$ cat src/rtl/sff_pkg.sv
package sff_pkg;
  localparam int PAY_W  = 24;
  localparam int WORD_W = 32;
  localparam int HALF_W = 16;

  typedef enum logic [1:0] {
    PRE_BLK = 2'd0,
    PRE_CHA = 2'd1,
    PRE_CHB = 2'd2
  } pre_e;

  typedef enum logic [1:0] {
    WID_24  = 2'd0,
    WID_20  = 2'd1,
    WID_16  = 2'd2,
    WID_RSV = 2'd3
  } wid_e;
endpackage

$ cat src/rtl/sff_gate.sv
module sff_gate
  import sff_pkg::*;
(
  input  logic             clk,
  input  logic             rst_n,
  input  logic             en,
  input  logic             blk_gate,
  input  logic             vld_gate,
  input  logic             par_chk,
  input  logic             err_clr,
  input  logic             fire,
  input  logic [PAY_W-1:0] payload,
  input  logic             v,
  input  logic             u,
  input  logic             c,
  input  logic             p,
  input  logic [1:0]       pre,
  output logic             keep,
  output logic             perr
);
  logic blk_seen;
  logic is_blk;
  logic par_bad;
  logic pass_blk, pass_vld, pass_par;

  assign is_blk   = (pre == PRE_BLK);
  assign par_bad  = ^{payload, v, u, c, p};
  assign pass_blk = !blk_gate || blk_seen || is_blk;
  assign pass_vld = !vld_gate || !v;
  assign pass_par = !par_chk || !par_bad;
  assign keep     = en && pass_blk && pass_vld && pass_par;

  always_ff @(posedge clk) begin
    if (!rst_n) begin
      blk_seen <= 1'b0;
    end else if (!en) begin
      blk_seen <= 1'b0;
    end else if (fire && is_blk) begin
      blk_seen <= 1'b1;
    end
  end

  always_ff @(posedge clk) begin
    if (!rst_n) begin
      perr <= 1'b0;
    end else if (fire && en && par_chk && par_bad) begin
      perr <= 1'b1;
    end else if (err_clr) begin
      perr <= 1'b0;
    end
  end


  perr_rise_chk: assert property (@(posedge clk) disable iff (!rst_n)
    $rose(perr) |-> $past(par_chk) && $past(fire));


  perr_fall_chk: assert property (@(posedge clk) disable iff (!rst_n)
    $fell(perr) |-> $past(err_clr));
endmodule

$ cat src/rtl/sff_fmt.sv
module sff_fmt
  import sff_pkg::*;
(
  input  logic              clk,
  input  logic              rst_n,
  input  logic [1:0]        width,
  input  logic              pack,
  input  logic              big_endian,
  input  logic [PAY_W-1:0]  payload,
  input  logic              v,
  input  logic              u,
  input  logic              c,
  input  logic              p,
  input  logic              cs_b0b1,
  input  logic [1:0]        pre,
  output logic [WORD_W-1:0] word,
  output logic [HALF_W-1:0] half
);
  localparam int NBYTE = PAY_W / 8;

  logic [PAY_W-1:0] masked;
  logic [PAY_W-1:0] swapped;
  logic [PAY_W-1:0] field;
  logic             full_w;

  assign full_w = (width == WID_24) || (width == WID_RSV);

  always_comb begin
    masked = payload;
    case (width)
      WID_20:  masked[3:0] = '0;
      WID_16:  masked[7:0] = '0;
      default: masked = payload;
    endcase
  end

  for (genvar b = 0; b < NBYTE; b++) begin : g_swap
    assign swapped[b*8 +: 8] = payload[(NBYTE-1-b)*8 +: 8];
  end

  assign field = (full_w && big_endian) ? swapped : masked;
  assign half  = payload[PAY_W-1 -: HALF_W];

  always_comb begin
    word = '0;
    if (!pack) begin
      word[PAY_W-1:0] = field;
      word[24]        = v;
      word[25]        = u;
      word[26]        = c;
      word[27]        = p;
      word[28]        = cs_b0b1;
      word[30:29]     = pre;
    end else if (width == WID_20) begin
      word[19:0] = payload[PAY_W-1:4];
    end else if (width == WID_16) begin
      word[HALF_W-1:0] = half;
    end else begin
      word[PAY_W-1:0] = field;
    end
  end


  unpk_top_chk: assert property (@(posedge clk) disable iff (!rst_n)
    !pack |-> (word[31] == 1'b0));


  mask16_chk: assert property (@(posedge clk) disable iff (!rst_n)
    (!pack && width == WID_16) |-> (word[7:0] == 8'h00));
endmodule

$ cat src/rtl/sff_out.sv
module sff_out
  import sff_pkg::*;
(
  input  logic              clk,
  input  logic              rst_n,
  input  logic              en,
  input  logic              pair16,
  input  logic              s_valid,
  output logic              s_ready,
  input  logic              keep,
  input  logic [WORD_W-1:0] word,
  input  logic [HALF_W-1:0] half,
  output logic              fire,
  output logic              m_valid,
  input  logic              m_ready,
  output logic [WORD_W-1:0] m_data
);
  logic              half_vld;
  logic [HALF_W-1:0] half_q;
  logic              take;

  assign s_ready = !m_valid || m_ready;
  assign fire    = s_valid && s_ready;
  assign take    = fire && keep && en;

  always_ff @(posedge clk) begin
    if (!rst_n) begin
      m_valid  <= 1'b0;
      m_data   <= '0;
      half_vld <= 1'b0;
      half_q   <= '0;
    end else begin
      if (m_valid && m_ready) m_valid <= 1'b0;
      if (!en) begin
        half_vld <= 1'b0;
      end else if (take) begin
        if (pair16) begin
          if (half_vld) begin
            m_data   <= {half, half_q};
            m_valid  <= 1'b1;
            half_vld <= 1'b0;
          end else begin
            half_q   <= half;
            half_vld <= 1'b1;
          end
        end else begin
          m_data  <= word;
          m_valid <= 1'b1;
        end
      end
    end
  end


  hold_chk: assert property (@(posedge clk) disable iff (!rst_n)
    (m_valid && !m_ready) |=> (m_valid && $stable(m_data)));


  dis_chk: assert property (@(posedge clk) disable iff (!rst_n)
    (!en && !(m_valid && !m_ready)) |=> !m_valid);
endmodule

$ cat src/rtl/subframe_fmt.sv
module subframe_fmt
  import sff_pkg::*;
(
  input  logic        clk,
  input  logic        rst_n,
  input  logic        cfg_en,
  input  logic        cfg_blk_gate,
  input  logic        cfg_vld_gate,
  input  logic        cfg_par_chk,
  input  logic [1:0]  cfg_width,
  input  logic        cfg_pack,
  input  logic        cfg_big_endian,
  input  logic        err_clr,
  input  logic        s_valid,
  output logic        s_ready,
  input  logic [23:0] s_payload,
  input  logic        s_v,
  input  logic        s_u,
  input  logic        s_c,
  input  logic        s_p,
  input  logic        s_cs_b0b1,
  input  logic [1:0]  s_pre,
  output logic        m_valid,
  input  logic        m_ready,
  output logic [31:0] m_data,
  output logic        par_err
);
  logic              keep;
  logic              fire;
  logic [WORD_W-1:0] word;
  logic [HALF_W-1:0] half;
  logic              pair16;

  assign pair16 = cfg_pack && (cfg_width == WID_16);

  sff_gate i_gate (
    .clk      (clk),
    .rst_n    (rst_n),
    .en       (cfg_en),
    .blk_gate (cfg_blk_gate),
    .vld_gate (cfg_vld_gate),
    .par_chk  (cfg_par_chk),
    .err_clr  (err_clr),
    .fire     (fire),
    .payload  (s_payload),
    .v        (s_v),
    .u        (s_u),
    .c        (s_c),
    .p        (s_p),
    .pre      (s_pre),
    .keep     (keep),
    .perr     (par_err)
  );

  sff_fmt i_fmt (
    .clk        (clk),
    .rst_n      (rst_n),
    .width      (cfg_width),
    .pack       (cfg_pack),
    .big_endian (cfg_big_endian),
    .payload    (s_payload),
    .v          (s_v),
    .u          (s_u),
    .c          (s_c),
    .p          (s_p),
    .cs_b0b1    (s_cs_b0b1),
    .pre        (s_pre),
    .word       (word),
    .half       (half)
  );

  sff_out i_out (
    .clk     (clk),
    .rst_n   (rst_n),
    .en      (cfg_en),
    .pair16  (pair16),
    .s_valid (s_valid),
    .s_ready (s_ready),
    .keep    (keep),
    .word    (word),
    .half    (half),
    .fire    (fire),
    .m_valid (m_valid),
    .m_ready (m_ready),
    .m_data  (m_data)
  );
endmodule

$ cat config.mk
export PLATFORM = sky130hd
export DESIGN_NAME = subframe_fmt
export DESIGN_NICKNAME = d
export VERILOG_FILES = /design/src/rtl/sff_pkg.sv /design/src/rtl/sff_gate.sv /design/src/rtl/sff_fmt.sv /design/src/rtl/sff_out.sv /design/src/rtl/subframe_fmt.sv
export SDC_FILE = /design/constraint.sdc
export NUM_CORES = 1
export LEC_CHECK = 0
export BUFFER_PORTS_ARGS = -buffer_cell sky130_fd_sc_hd__buf_2
export CAP_MARGIN = 20
export CORE_ASPECT_RATIO = 1.75
export CORE_MARGIN = 2
export CORE_UTILIZATION = 61
export CTS_BUF_LIST = sky130_fd_sc_hd__clkbuf_4
export CTS_CLUSTER_SIZE = 8
export DETAILED_ROUTE_END_ITERATION = 8
export PLACE_DENSITY = 0.88
export SLEW_MARGIN = 20
export SYNTH_ARGS = -nofsm -noshare
export SYNTH_HDL_FRONTEND = slang
export SYNTH_HIERARCHICAL = 1
export SYNTH_SLANG_ARGS = --single-unit
$ cat constraint.sdc
create_clock -name clk -period 6.4 [get_ports clk]
set_input_delay 0.64 -clock clk [delete_from_list [all_inputs] [get_ports clk]]
set_output_delay 0.64 -clock clk [all_outputs]
set_load 0.05 [all_outputs]
==> results list, run 1 <==
* Status: completed
- For this design, the CTS-stage hold fixing added 0 buffers.
- Reg clk slew, reported paths: 0.17 ns
* R2r startpoint: i_gate/blk_seen
- Global placement routability congestion: 0.972
- The analysis attributes to cell leakage a power of 0.00183 uW.
* Largest fanout of any net on the critical path: 16
- Worst Setup Start Kind: primary input
* Clock skew: 0.0257 ns
- Combined global-route utilization of all metal layers: 30.7%
* Max stage delay on crit path: 0.86 ns
* Synthesis-stage register bit count: 52
- Portion of the post-synthesis area used by sequential elements: 28.5%
- Endpoint of the lowest-slack register-to-register path: i_out/half_q[6]
- Largest net degree at the start of global routing: 103
- Counting every instance in the synthesized netlist gives 431.
- Endpoint, Worst Hold: i_out/m_data[4]
- Number of nets in the layout: 518
- TritonCTS created 5 clock buffers.
- The tightest min-delay check is of the reg2reg type.
- Clock tree synthesis found a total of 52 sinks.
- Fmax achieved: 321 MHz
- The floorplan step defined a core boundary enclosing 0.00583 sq mm.
- Hold Startpoint: i_out/m_data[4]
- Count of final hold-check violations: 0
- The detailed router finished its first iteration with 257 violations.
- The worst path uses 48.7% of the clock period.
- STA puts the critical path data arrival time at 3.44 ns.
- After global routing the overflow that remains totals 0.
- Number of global-route vias before repair: 3,111
* Sum of negative setup slack: 0 ns
* Clock tree from TritonCTS: built
- Post-CTS setup repair buffer count: 0
- Cell depth of the worst flop-to-flop path: 5
- CTS Root Cell: clkbuf_4
- The tightest hold path in the finished design has a slack of 0.473 ns.
* Number of violations of the max-capacitance limit: 0
* Post-layout worst setup margin: 3.28 ns
- The longest clock path from root to sink contains 2 buffers.
- The worst hold path was traced through 2 stages.
* Mean Syn Cell Area: 8.49 sq um
- Data on the critical path is required at its endpoint by 6.72 ns.
* Worst slew margin: 35.0%
* Layout-stage area growth over the synthesis result: 6.91%
* Setup crit start: s_payload[20]
- Average wire length per cell after detail routing: 18.1 microns
- The die is 62.5 microns wide.
- Detailed placement HPWL: 7.42 mm
* Synthesized net count: 477
- Worst path bufs/invs: 1
* Drt pass-1 iters: 5
* Pins over their slew limit: 0
- The worst setup path is captured at a flop.
- Including well taps, the total number of placed cells is 543.
- The H-tree was split into 2 levels.
- Unrepaired setup endpoints after global routing: no
- Clock latency on the worst-skew pair, taken at its later pin, is 0.40 ns.
- Category of cells accounting for the largest share of critical-path delay: XOR/XNOR gates
- The die is 106 microns tall.
- In this run the tool buffered the top-level ports with 78 buffer cells.
- Most used cell along the critical path: xnor3_1
- VDD sags by at most 0.154 mV.
- The completed layout was analyzed and its total power is 737 uW.
- Antenna viol nets, final: 0
* Post-Route WL: 9.99 mm
- Synthesized cell area: 0.00366 sq mm
- The slowest stage of the critical path belongs to the cell and4bb_1.
- Chain of cells forming the critical path: buf_2, xor2_1, xnor2_1, xnor3_1, xnor3_1, a21oi_1, and2_1, and4bb_1, mux2i_1
- Post-Place Worst Slack: 2.98 ns
- Yosys printed 6 warnings.
- Resized Gates After CTS: 0
- Via density: 5.83
- In this run the power density over the cells is 188 mW/mm^2.
* Count of distinct cell types in the synthesized netlist: 43
* Top Ports: 79
* Share of post-route cells with drive strength above 1: 27.7%
- Setup violations remaining at the end of the flow were counted as 0.
* Type of the setup path with the least slack: in2reg
- DRC violations left: 0
- The routed layout has 3,211 vias.
* Non-filler cells, final: 551
- Clock period minus final worst setup slack: 3.12 ns
* Core Rows: 37
* Reg-to-reg setup timing slack: 4.35 ns
- For the pin with the worst max-slew slack, the measured transition is 0.975 ns.
- First-pass GRT wire length: 15.8 mm
- Antenna violations before repair: 0
- For this configuration, the core starts out at a cell density of 62.7%.
* Antenna diode instance count: 0
- Area of the die: 0.00666 sq mm
## final cells by class
type	instances	area [sq um]
Clock buffer	5	37.5
Tap cell	78	97.6
Sequential cell	52	1040
Fill cell	505	1920
Inverter	6	22.5
Clock inverter	3	25.0
Multi-Input combinational cell	326	2270
Timing Repair Buffer	81	413
## synth_stat cells
cell,count,area [sq um]
nand2_4,1,11.3
nor2_1,2,7.51
nor2b_1,8,50.1
xnor2_1,20,175
and2_1,2,12.5
nand4_2,1,12.5
buf_4,19,143
a21boi_1,1,7.51
and2_4,1,8.76
o311ai_0,1,8.76
and3_1,1,6.26
nor2b_2,1,8.76
o21ai_1,5,25.0
and4bb_1,1,12.5
and3b_1,2,17.5
a22oi_1,5,37.5
buf_2,14,70.1
nand2b_1,1,6.26
nor2_4,1,11.3
nand2b_4,1,13.8
o22ai_1,16,100
mux2i_1,58,581
nand2b_2,1,8.76
dfxtp_1,52,1040
ha_1,2,25.0
a21oi_1,14,70.1
xor2_1,3,26.3
nand2_1,110,413
a32oi_1,3,26.3
conb_1,1,3.75
xnor3_1,2,45.0
mux2_2,32,360
inv_1,5,18.8
nand2_2,1,6.26
inv_2,1,3.75
nor2_2,1,6.26
o21ai_0,8,40.0
buf_12,2,40.0
nand3_1,6,30.0
nand3b_1,12,90.1
buf_6,3,33.8
a31o_1,1,8.76
clkbuf_1,9,33.8
## worst min-delay path: stages, from the launching register on
cell and delay [ns]:
dfxtp_1 0.34, nand2_1 0.05, mux2i_1 0.06
## where the power goes
part	switching (uW)	internal (uW)	total (uW)	leakage [uW]
registers	3.94	332	336	0.000419
logic	140	104	244	0.00138
clock network	112	45.7	157	0.0000322
## cells by family (layout without fill, tap and decap cells)
| logic type | Yosys count | in the layout | share of synthesized area, % |
|---|---|---|---|
| simple gates | 154 | 154 | 20.0 |
| mux | 90 | 90 | 25.7 |
| compound gates | 54 | 54 | 8.86 |
| buf+inv | 53 | 95 | 9.37 |
| flops | 52 | 52 | 28.5 |
| xor+xnor | 25 | 25 | 6.74 |
| fa+ha+maj | 2 | 2 | 0.684 |
| other cells | 1 | 1 | 0.103 |
## how the worst max path moves through the flow
stage	to	slack, ns	depth (start not counted)
after global routing	i_out/half_q[6]	3.15	9
after global placement	i_out/half_q[6]	3.02	9
after floorplan	i_out/half_q[10]	3.69	10
after CTS	i_out/half_q[6]	3.30	9
final	i_out/half_q[6]	3.28	9
after detailed placement	i_out/half_q[4]	2.98	9
## sequential cells by signal, summed over array words and instances (netlist names)
| name | flops |
|---|---|
| i_out/half_vld | 1 |
| i_gate/blk_seen | 1 |
| i_gate/perr | 1 |
| i_out/half_q | 16 |
| i_out/m_valid | 1 |
| i_out/m_data | 32 |
## per-layer routing
layer  part of all wire (%)  global-route usage, %  vias up
li1                       -                      -     1534
met4                    6.1                   20.0        0
met3                    4.6                   4.34       37
met2                     51                   54.6      129
met1                     38                   33.5     1511
met5                      0                      0        -
## placed cells by master (no fill, tap or decap), drive strengths merged, types with 2 or more instances in the layout
cell type	instances
a21oi	14
a22oi	5
a32oi	3
and2	3
and3b	2
buf	81
clkbuf	5
dfxtp	52
ha	2
inv	8
mux2	32
mux2i	58
nand2	112
nand2b	3
nand3	6
nand3b	12
nor2	4
nor2b	9
o21ai	13
o22ai	16
xnor2	20
xnor3	2
xor2	3
## through the flow
stage | area [sq um] | utilization, %
5_1_grt | 3910 | 67.0
2_1_floorplan | 3660 | -
3_5_place_dp | 3850 | 66.0
4_1_cts | 3910 | 67.0
3_3_place_gp | 3850 | 66.0
6_report | 3910 | 67.0
No activity file was read; power rests on OpenSTA's default activity.
==> inputs of run 2 (changes only) <==
ABC_AREA = 1   (was unset)
CORE_UTILIZATION = 58   (was 61)
PLACE_DENSITY = 0.83   (was 0.88)
clock period = 3.05 ns   (was 6.4 ns; I/O delays follow)
==> results list, run 2 <==
- The flow ran to the end, and the final reports show no timing, DRC or antenna violations.
* Largest registers: i_out/m_data: 32 flops, i_out/half_q: 16 flops
- The cell area that synthesis handed to floorplanning was 0.00425 sq mm.
* Combinational share of power: 34.3%
- Largest fanout of any net on the critical path: 49
- Counting every instance in the synthesized netlist gives 778.
* Effective utilization at floorplan: 59.2%
* Kind of end point of the critical path: flop
- The routed design uses 5.70 mm of met2 wire.
- DRC violations left: 0
* Floorplan die width: 68.7 microns
* Portion of the post-synthesis area used by sequential elements: 24.5%
* Number of setup violations in the final report: 0
- Non-filler cells, final: 903
* Global placement routability congestion: 1.00
* Post-CTS setup repair buffer count: 0
- Top Ports: 79
* Post-Synth Simple-Gate Area: 54.2%
- Once the clock tree was built, the resizer swapped 0 gates to a different size.
- Fraction of post-synthesis cell area in the top cell type by area: 26.0%
* End-of-flow core utilization: 62.8%
* Synthesis-stage register bit count: 52
* Transition at the pin with the smallest max-transition slack: 0.844 ns
- From synthesis to final layout, the design area changed by 6.09%.
- The floorplan step defined a die boundary enclosing 0.00806 sq mm.
* Instance count after placement with tap cells included: 895
* Antenna violations before repair: 1
- After detailed routing, no signal wire sits above met4.
- Switching share of power: 37.7%
- Across the VDD grid, the largest voltage drop is 0.167 mV.
- The first routing iteration left 461 violations.
- The synthesized design contains 0 enable-type register cells.
- Summed over all layers, the routed wires come to 11.1 mm.
- At the later pin of the worst-skew pair, clock insertion delay measures 0.38 ns.
* Unrepaired setup endpoints after global routing: no
- Total routed wire length on the met1 layer: 4.20 mm
- For the finished layout, the period the worst path requires is 2.01 ns.
- Net Switching: 578 uW
* Number of global-route vias before repair: 4,073
* Most instantiated library cell after synthesis: nand2_1
* Mean Syn Cell Area: 5.47 sq um
* Average wire length per cell after detail routing: 12.3 microns
- First-pass GRT wire length: 18.0 mm
* Synthesized net count: 824
- Largest register by flop count: i_out/m_data
- Hold repair after CTS inserted 0 buffers.
* Worst slew margin: 43.7%
- Floorplan die height: 117 microns
- The first TritonRoute pass finished after 7 iterations.
- The register with the most flip-flops in the layout has 32 of them.
* Crit share post-route: 66.0%
* Lkg Pwr: 0.00251 uW
* Largest net degree at the start of global routing: 52
* Antenna viol nets, final: 0
- The library cell used most frequently in the layout, excluding fill and tap cells, is nand2_1.
- In this run the cell area measured after placement is 0.00446 sq mm.
* Pins over their slew limit: 0
- Commonest cells after routing, fill and taps aside: 295 x nand2_1, 139 x nor2_1, 78 x buf_2
* Count of final hold-check violations: 0
- Power spread over the standard cell area amounts to 340 mW/mm^2.
- Min-delay worst type: in2reg
* Clock network fraction of design power: 19.7%
- Summing all non-filler instances in the final layout gives an area of 0.00451 sq mm.
- Static timing analysis puts the maximum clock frequency at 497 MHz.
* Number of violations of the max-capacitance limit: 0
* Via density: 5.14
- Signal arrival time at the worst endpoint: 2.31 ns
- Data required time at the worst endpoint: 3.34 ns
- Type of the setup path with the least slack: in2reg
* Overall via count from detail_route: 4,645
* Detailed placement HPWL: 8.65 mm
- Summed over all nets, wire length on met3 after detailed routing comes to 514 microns.
* Xor-xnor portion of the synthesized cell area: 0.206%
* CTS Root Cell: clkbuf_4
- Ys flop type: dfxtp_1
- Number of input and output port buffers inserted: 78
- Share of post-route cells with drive strength above 1: 13.4%
- Total overflow reported by the global router: 0
- After routing, the total negative slack on setup checks comes to 0 ns.
* Commonest cells in the netlist: 295 x nand2_1, 139 x nor2_1, 76 x inv_1
- Clock tree from TritonCTS: built
* Count of distinct cell types in the synthesized netlist: 34
* CTS max path bufs: 2
- Adder-cell share of the synthesized area: 0.588%
- Worst Setup Start Kind: primary input
- Across all hold checks on the routed design, the worst slack comes to 0.157 ns.
* Core Rows: 41
* Clock skew: 0.00948 ns
- Largest cells by area after synthesis: nand2_1 26%, dfxtp_1 24%, nor2_1 12%, nand3_1 7.9%, inv_1 6.7%
- Summing the areas of all compound-gate instances in the mapped netlist gives 5.65% of the synthesized area.
- Reg clk slew, reported paths: 0.14 ns
* Placeable Area: 0.00718 sq mm
- By area, the combinational part of the netlist is dominated by simple AND/OR/NAND/NOR gates.
- After synthesis, the share of cell area in mux cells is 0%.
- Of all cell types, the one taking the most synthesized area is nand2_1.
* Internal power: 956 uW
* Number of H-tree branching levels: 2
* Combined global-route utilization of all metal layers: 29.1%
- Sequential cell fraction of total power: 46.0%
- Synthesis Warnings: 6
- Number of clock sinks: 52
* Share of async-settable or async-resettable flops after synthesis: 0%
- Number of nets in the layout: 862
- Clock tree synthesis inserted a total of 5 buffers.
-- run 2: changes by cell type after synthesis, moves of 58 or more --
cell / before / now
nand2_1: 110 / 295
inv_1: 5 / 76
nor2_1: 2 / 139
nand3_1: 6 / 67
mux2i_1: 58 / 0
-- run 2: final cells by class --
cell class,instances,area (sq um)
antenna,1,2.50
clock buffer,6,45.0
clock inverter,1,5.00
fill,716,2670
inverter,83,317
multi-input combinational,593,2580
sequential,52,1040
tap,86,108
timing repair buffer,81,413
-- run 2: metrics by stage --
| step | power, uW | setup slack (ns) |
|---|---|---|
| 2_1_floorplan | 1120 | 1.11 |
| 3_3_place_gp | 1230 | 0.709 |
| 3_5_place_dp | 1240 | 0.631 |
| 4_1_cts | 1540 | 1.04 |
| 5_1_grt | 1630 | 0.683 |
| 6_report | 1530 | 1.04 |
-- run 2: metal layers --
layer | global-route usage (%) | vias up
met3 | 2.96 | 42
li1 | - | 2422
met2 | 50.3 | 159
met5 | 0 | -
met4 | 20.0 | 0
met1 | 32.4 | 2022
-- run 2: logic make-up after synthesis --
kind of cell,Yosys count
compound gates,40
xor+xnor,1
fa+ha+maj,2
buf+inv,133
flops,52
other cells,1
simple gates,549
-- run 2: worst max-delay path, stage by stage --
cell,delay [ns]
buf_2,0.16
inv_1,0.08
nand2_1,0.05
nand2_1,0.09
nand2_1,0.08
nand2_1,0.08
inv_1,0.04
nand2_1,0.04
nand2_1,0.08
nand2_1,0.08
nand2_1,0.05
nand2_1,0.05
nand2_1,0.07
a21oi_1,0.12
nand2_1,0.09
nor2_2,0.10
buf_4,0.40
nand3_1,0.14
nand2_1,0.11
nor2_1,0.05
-- run 2: power by group through the flow --
stage	Sequential (uW)	Combinational, uW	Clock, uW
floorplan	779	338	0
global placement	720	511	0
detailed placement	722	519	0
CTS	707	520	312
global route	710	590	331
finish	706	525	302
-- run 2: worst paths after layout --
check	start	to	slack, ns	cells after the start
worst max-delay path	s_payload[9]	i_out/m_data[5]	1.04	20
worst min-delay path	cfg_en	i_out/half_vld	0.16	3
worst max register to register	i_gate/blk_seen	i_out/m_data[5]	1.47	8
worst min register to register	i_out/m_data[1]	i_out/m_data[1]	0.49	2
